### config.mk
export PLATFORM = sky130hd
export DESIGN_NAME = ser_result_port
export DESIGN_NICKNAME = d
export VERILOG_FILES = /design/src/rtl/ser_port_pkg.sv /design/src/rtl/srp_sclk_sync.sv /design/src/rtl/srp_shifter.sv /design/src/rtl/ser_result_port.sv
export SDC_FILE = /design/constraint.sdc
export NUM_CORES = 1
export LEC_CHECK = 0
export BUFFER_PORTS_ARGS = -buffer_cell sky130_fd_sc_hd__buf_2
export CELL_PAD_IN_SITES_DETAIL_PLACEMENT = 1
export CELL_PAD_IN_SITES_GLOBAL_PLACEMENT = 1
export CORE_UTILIZATION = 41
export DETAILED_ROUTE_END_ITERATION = 8
export GPL_TIMING_DRIVEN = 0
export PLACE_DENSITY = 0.75
export RECOVER_POWER = 25
export SLEW_MARGIN = 15
export SYNTH_ARGS = -nofsm -noshare
export SYNTH_HDL_FRONTEND = slang
export SYNTH_HIERARCHICAL = 1
export SYNTH_SLANG_ARGS = --single-unit
### constraint.sdc
create_clock -name clk -period 2 [get_ports clk]
set_input_delay 0.3 -clock clk [delete_from_list [all_inputs] [get_ports clk]]
set_output_delay 0.3 -clock clk [all_outputs]
set_load 0.01 [all_outputs]
### src/rtl/ser_port_pkg.sv
package ser_port_pkg;
    localparam int DEF_SAMPLE_W   = 18;
    localparam int DEF_SYNC_STAGE = 2;

    // Registered state of the top-level glue
    typedef struct packed {
        logic rd_open;
    } glue_st_t;
endpackage

### src/rtl/srp_sclk_sync.sv
module srp_sclk_sync #(
    parameter int STAGES = 2
) (
    input  logic clk,
    input  logic rst_n,
    input  logic sclk_async,
    output logic sclk_rise
);
    localparam int DEPTH = STAGES + 1;

    logic [DEPTH-1:0] sync_d, sync_q;

    always_comb begin
        sync_d = {sync_q[DEPTH-2:0], sclk_async};
    end

    always_ff @(posedge clk or negedge rst_n) begin
        if (!rst_n) sync_q <= '0;
        else        sync_q <= sync_d;
    end

    assign sclk_rise = sync_q[STAGES-1] & ~sync_q[STAGES];

    // a detected rise cannot repeat on the next cycle
    p_rise_single_r5: assert property (@(posedge clk) disable iff (!rst_n)
        sclk_rise |=> !sclk_rise);
endmodule

### src/rtl/srp_shifter.sv
module srp_shifter #(
    parameter int SAMPLE_W = 18
) (
    input  logic                clk,
    input  logic                rst_n,
    input  logic                load,
    input  logic [SAMPLE_W-1:0] load_data,
    input  logic                step,
    input  logic                rd_open,
    output logic                bit_out,
    output logic                bits_valid,
    output logic                err_pulse
);
    localparam int CNT_W = $clog2(SAMPLE_W + 1);
    localparam logic [CNT_W-1:0] FULL = CNT_W'(SAMPLE_W);

    typedef struct packed {
        logic [SAMPLE_W-1:0] sreg;
        logic [CNT_W-1:0]    left;
        logic                err;
    } shf_st_t;

    shf_st_t st_d, st_q;
    logic    in_progress;

    always_comb begin
        st_d        = st_q;
        st_d.err    = 1'b0;
        in_progress = (st_q.left != '0) && (st_q.left != FULL);
        if (load) begin
            st_d.sreg = load_data;
            st_d.left = FULL;
            st_d.err  = in_progress;
        end else if (step && rd_open && st_q.left != '0) begin
            st_d.sreg = {st_q.sreg[SAMPLE_W-2:0], 1'b0};
            st_d.left = st_q.left - 1'b1;
        end
    end

    always_ff @(posedge clk or negedge rst_n) begin
        if (!rst_n) st_q <= '0;
        else        st_q <= st_d;
    end

    assign bit_out    = st_q.sreg[SAMPLE_W-1];
    assign bits_valid = st_q.left != '0;
    assign err_pulse  = st_q.err;

    p_no_shift_closed_r2: assert property (@(posedge clk) disable iff (!rst_n)
        (!rd_open && !load) |=> $stable(st_q.left) && $stable(st_q.sreg));
    p_load_full_r5: assert property (@(posedge clk) disable iff (!rst_n)
        load |=> (st_q.left == FULL) && (st_q.sreg == $past(load_data)));
    p_count_range_r6: assert property (@(posedge clk) disable iff (!rst_n)
        st_q.left <= FULL);
    p_err_needs_load_r7: assert property (@(posedge clk) disable iff (!rst_n)
        err_pulse |-> $past(load));
endmodule

### src/rtl/ser_result_port.sv
module ser_result_port
    import ser_port_pkg::*;
#(
    parameter int SAMPLE_W   = DEF_SAMPLE_W,
    parameter int SYNC_STAGE = DEF_SYNC_STAGE
) (
    input  logic                clk,
    input  logic                rst_n,
    input  logic                conv_done,
    input  logic [SAMPLE_W-1:0] conv_data,
    input  logic                cs_n,
    input  logic                rd_n,
    input  logic                sclk_ext,
    input  logic                frame_inv,
    output logic                sdo,
    output logic                frame,
    output logic                rd_err
);
    glue_st_t g_d, g_q;
    logic     sclk_rise;
    logic     bit_out;
    logic     bits_valid;
    logic     data_live;

    always_comb begin
        g_d         = g_q;
        g_d.rd_open = ~cs_n & ~rd_n;
    end

    always_ff @(posedge clk or negedge rst_n) begin
        if (!rst_n) g_q <= '0;
        else        g_q <= g_d;
    end

    srp_sclk_sync #(.STAGES(SYNC_STAGE)) u_sync (
        .clk        (clk),
        .rst_n      (rst_n),
        .sclk_async (sclk_ext),
        .sclk_rise  (sclk_rise)
    );

    srp_shifter #(.SAMPLE_W(SAMPLE_W)) u_shf (
        .clk        (clk),
        .rst_n      (rst_n),
        .load       (conv_done),
        .load_data  (conv_data),
        .step       (sclk_rise),
        .rd_open    (g_q.rd_open),
        .bit_out    (bit_out),
        .bits_valid (bits_valid),
        .err_pulse  (rd_err)
    );

    assign data_live = g_q.rd_open & bits_valid;
    assign sdo       = data_live & bit_out;
    assign frame     = data_live ^ frame_inv;

    p_idle_closed_r1: assert property (@(posedge clk) disable iff (!rst_n)
        ($past(cs_n) || $past(rd_n)) |-> (!sdo && (frame == frame_inv)));
    p_err_one_cycle_r7: assert property (@(posedge clk) disable iff (!rst_n)
        rd_err |=> !rd_err);
endmodule

# Word-level counts from Yosys, hierarchy flattened
# Cells that the tools add are included.
# Widths: inputs -> output; s select.
# totals
input_bits	25
output_inout_bits	3
wordCells	23
regBits	28
# classes
eq_ne	1
muxes	3
bitwise	8
addsub	1
n_reduce_logical	5
# ops
operator	n
$mux 23	2
$ne 5x5->1 const B	1
$reduce_bool 5->1	1
$sub 5x1->5 const B	1
$and 1x1->1	4
$logic_and 1x1->1	3
$not 1->1	3
$reduce_bool 2->1	1
$mux 1	1
$xor 1x1->1	1

# Depth between registers and ports, before layout
# logic_depth
depth_word	6
ltp_mapped	7
ltp_nobuf	6

# Hierarchy
# Netlist, hierarchy kept.
# by_module_without_submodules
module	cells_each	area_each_um2	n_inst
srp_shifter	121	1227.4	1
srp_sclk_sync	4	88.8	1
ser_result_port	5	48.8	1

# Worst setup path after synthesis
# OpenSTA, ideal clock, no wires.
# synth_timing
path_type	register -> output
startpoint	register u_shf/st_q[1] (netlist bit)
endpoint	output port frame
required_time_ns	1.700
stages_incl_launch_ff	8
slack_ns	0.312
arrival_time_ns	1.388
cell_sequence	dfrtp_1 -> inv_1 -> ha_1 -> nor4b_4 -> inv_2 -> buf_2 -> nand2_1 -> xnor2_1
# synth_via
elab_chain_cells	3
# synth_rtl
item	line	source
from (decl)	srp_shifter.sv:23	shf_st_t st_d, st_q;
from (signal assigned)	srp_shifter.sv:42	else st_q <= st_d;
$reduce_bool 5->1	srp_shifter.sv:46	assign bits_valid = st_q.left != '0;
net bits_valid	ser_result_port.sv:22	logic bits_valid;
$and 1x1->1	ser_result_port.sv:54	assign data_live = g_q.rd_open & bits_valid;
$xor 1x1->1	ser_result_port.sv:56	assign frame = data_live ^ frame_inv;
to (decl)	ser_result_port.sv:16	output logic frame,
# The timed path passes the listed nets, and every way through them passes these cells.

# Final worst setup path
# Ends and elaborated chain as after synthesis.

==> metrics.md <==
| Metric | Value |
|---|---|
| Remaining number of nets flagged by the antenna check after routing | `0` |
| Synth area leader | `dfrtp_1` |
| Worst rel slew slack | `roughly half` |
| Count of antenna diodes in the layout | `0` |
| Avg Vias per Cell | `~5.7` |
| Fraction of post-synthesis cell area in the top cell type by area | `51.3%` |
| Most frequent cell after synthesis | `dfrtp_1` |
| Share of post-route cells with drive strength above 1 | `approximately 31%` |
| Primary FF master, synth | `dfrtp_1` |
| Router iterations before antenna repair | `4` |
| Fraction of the yosys area taken by sequential cells | `51.3%` |
| Average wire per standard cell | `between 15 and 20 um` |
| Cell at the root of the clock tree | `clkbuf_4` |
| Final period util | `a little over nine tenths` |
| Final critical path time including I/O delays and setup | `1970 ps` |
| Main combinational cell family by area after synthesis | `compound AO/OA/AOI/OAI gates` |
| Maximum operating frequency | `507 MHz` |
| Commonest cells in the netlist | `dfrtp_1, o21ai_0, a2bb2oi_1, a31oi_1, clkbuf_1` |
| Total CTS buffers | `3` |
| Last weighted congestion value of the routability-driven placer | `around 0.75` |
| Unique cell type count in the Yosys netlist | `29` |
| Initial core utilization | `44.0%` |
| Residual DRC count | `0` |
| Vias post-DR | `1194` |
| Startpoint kind of the worst setup timing path | `flip-flop` |
| Clock net sink count | `28` |
| Maximum vdd drop | `roughly 0.33 mV` |
| Xor-xnor portion of the synthesized cell area | `0.642%` |
| Source-to-sink clock delay at the later pin of the worst-skew pair | `between 300 and 400 ps` |
| Final setup fails | `0` |
| Post-detail-place hpwl | `about 2400 um` |
| Length of routed met3 wiring | `93 um` |
| Post-route clock skew | `8.96 ps` |
| Highest fanout seen on the critical path | `3` |
| Total congestion overflow | `0` |
| Top cells by area in the synthesized netlist | `dfrtp_1, a2bb2oi_1, a31oi_1` |
| Die Area | `between 3000 and 4000 um2` |
| Die outline height | `about 60 um` |
| Design Area, Final | `1690 um2` |
| Max layer used | `met4` |
| Total wire length | `3480 um` |
| Combined global-route utilization of all metal layers | `22.8%` |
| Async S/R FF share, synth | `100%` |
| Compound-gate portion of the synthesized area | `29.1%` |
| Total met2 wirelength after detailed routing | `around 1700 um` |
| Std-Cell Core Area | `3100 um2` |
| Multiplexer share of the synthesized area | `1.65%` |
| Fraction of the mapped netlist area in adder cells | `between 2 and 3%` |
| Total of fill cells in the finished design | `380` |
| Data arrival, critical path | `1670 ps` |
| Post-placement cell count | `200` |
| Cells after synthesis | `130` |
| Post-synth design cell area | `between 1000 and 1500 um2` |
| H-tree level count | `1` |
| Largest buffer count on any clock path | `2` |
| Synth warnings | `6` |
| I/O Buffers | `26` |
| Run status | `finished clean` |
| Via count of the first global-routing pass | `1295` |
| Die width | `between 50 and 60 um` |
| Hold Crit Start | `sclk_ext` |
| Static Leakage | `0.726 nW` |
| Fraction of the core area covered by cells at the end of the flow | `~54%` |
| Number of pins exceeding their max-slew limit in the final report | `0` |
| Maximum number of pins on one net before global-route repair | `29` |
| Starting DRC count in detailed routing | `48` |
| Mean cell area of the mapped netlist | `roughly 11 um2` |
| Total power per unit cell area | `691 nW/um2` |
| Critical Setup Path Class | `reg -> out` |
| Non-filler instance count after layout | `211` |
| Final Hold Viols | `0` |
| Flop and latch count out of synthesis | `28` |
| Met1 WL | `1610 um` |
| Number of max-capacitance violations reported | `0` |
| CP Data Required Time | `1700 ps` |
| Smallest setup slack after layout | `between 20 and 30 ps` |
| Area added between synthesis and finish | `23.5%` |
| Launch point of the critical path | `u_shf/st_q[1]$_DFFE_PN0P_` |
| Number of core rows | `20` |
| Placed Instance Area | `1550 um2` |
| Simple-gate area share of the yosys netlist | `about 9%` |
| Synthesized net count | `around 160` |
| Nets | `196` |
| Clock tree from TritonCTS | `done` |
| Class of the tightest hold or removal check | `in -> reg` |
| Setup repair after global routing missed its margin | `yes` |
| I/O pin count | `28` |
| Number of antenna violations at the first check in global routing | `0` |
| Clock slew seen by the registers of the worst setup and hold paths | `160 ps` |
| First-pass GRT wire length | `about 6000 um` |
| Tightest Pin Transition | `721 ps` |
| Type of destination of the critical path | `output pin` |
| Worst setup slack before clock tree synthesis | `-33.2 ps` |
| Reg-to-reg startpoint | `u_shf/st_q[1]$_DFFE_PN0P_` |
| Post-synth EDFFs | `0` |
## per-stage QoR
stage | setup TNS [ps] | power (mW) | hold WS, ps
floorplan | 0 | 0.725 | 4.41
global placement | 0 | 0.781 | 343
detailed placement | -62.3 | 0.790 | 339
CTS | 0 | 1.17 | 57.3
global route | -96.1 | 1.22 | 34.3
finish | 0 | 1.16 | 61.8
## area by class of cell
cell class	instances	area [um2]	area share, %
flip-flops and latches	28	701	41.6
multi-input cells	85	606	35.9
repair buffers	34	199	11.8
well taps	44	55.1	3.27
plain buffers	11	53.8	3.19
clock inverters	1	30.0	1.78
clock buffers	3	22.5	1.34
inverters	5	18.8	1.11
## timing repair
action | in CTS | in global routing
endpoints found under the hold margin | 28 | 0
gates cloned | 0 | 0
endpoints found under the setup margin | 2 | 2
resized for setup | 3 | 4
hold buffers | 1 | 0
setup buffers | 5 | 2
pin swaps | 0 | 1
## final timing paths
check	endpoint	slack, ps	depth (start not counted)
max	frame	30	7
min	u_sync/sync_q[0]$_DFF_PN0_	60	1
max reg2reg	u_shf/st_q[4]$_DFFE_PN0P_	120	8
min reg2reg	u_sync/sync_q[1]$_DFF_PN0_	380	0
max in group asynchronous	u_shf/st_q[15]$_DFFE_PN0P_	1010	2
min in group asynchronous	u_shf/st_q[7]$_DFFE_PN0P_	530	2
## critical path, stage by stage (launching register included)
cell	delay, ps
dfrtp_1	430
inv_2	90
ha_4	130
nor4b_4	260
inv_2	100
nand2_2	70
xnor2_1	100
buf_2	140
## registers in the layout (all words and copies together), names as in the netlist
name	flops
u_shf/err_pulse	1
u_shf/bit_out	1
g_q	1
u_sync/sync_q	3
u_shf/st_q	22
## where the power goes
part,internal (mW),total (mW),switching (mW)
combinational,0.0791,0.158,0.0790
sequential,0.608,0.631,0.0232
clock,0.203,0.375,0.172
## cell usage in the layout, fill, tap and decap left out, types with 2 or more instances in the layout
cell type and count:
buf_4 7, nand2_1 2, nand3_1 3, inv_2 3, o21ai_0 21, clkbuf_4 3
a21oi_1 3, mux2_2 2, dfrtp_1 28, buf_2 26, clkbuf_1 6, a31oi_1 17
nor2_1 4, a2bb2oi_1 17, buf_6 2, clkbuf_2 3, ha_1 2
## kinds of logic (layout without fill, tap and decap cells)
family | after synthesis | count (layout)
AND/OR/NAND/NOR | 18 | 18
multiplexers | 2 | 2
XOR/XNOR | 1 | 1
buffers and inverters | 17 | 54
adder cells (fa/ha/maj) | 3 | 3
AO/OA/AOI/OAI | 61 | 61
flip-flops | 28 | 28
## layer usage
metal | vias to the layer above | global-route usage (%)
li1 | 563 | -
met3 | 8 | 2.60
met5 | - | 0
met2 | 22 | 36.8
met1 | 601 | 31.6
met4 | 0 | 7.97
(Power assumes the default switching activity.)
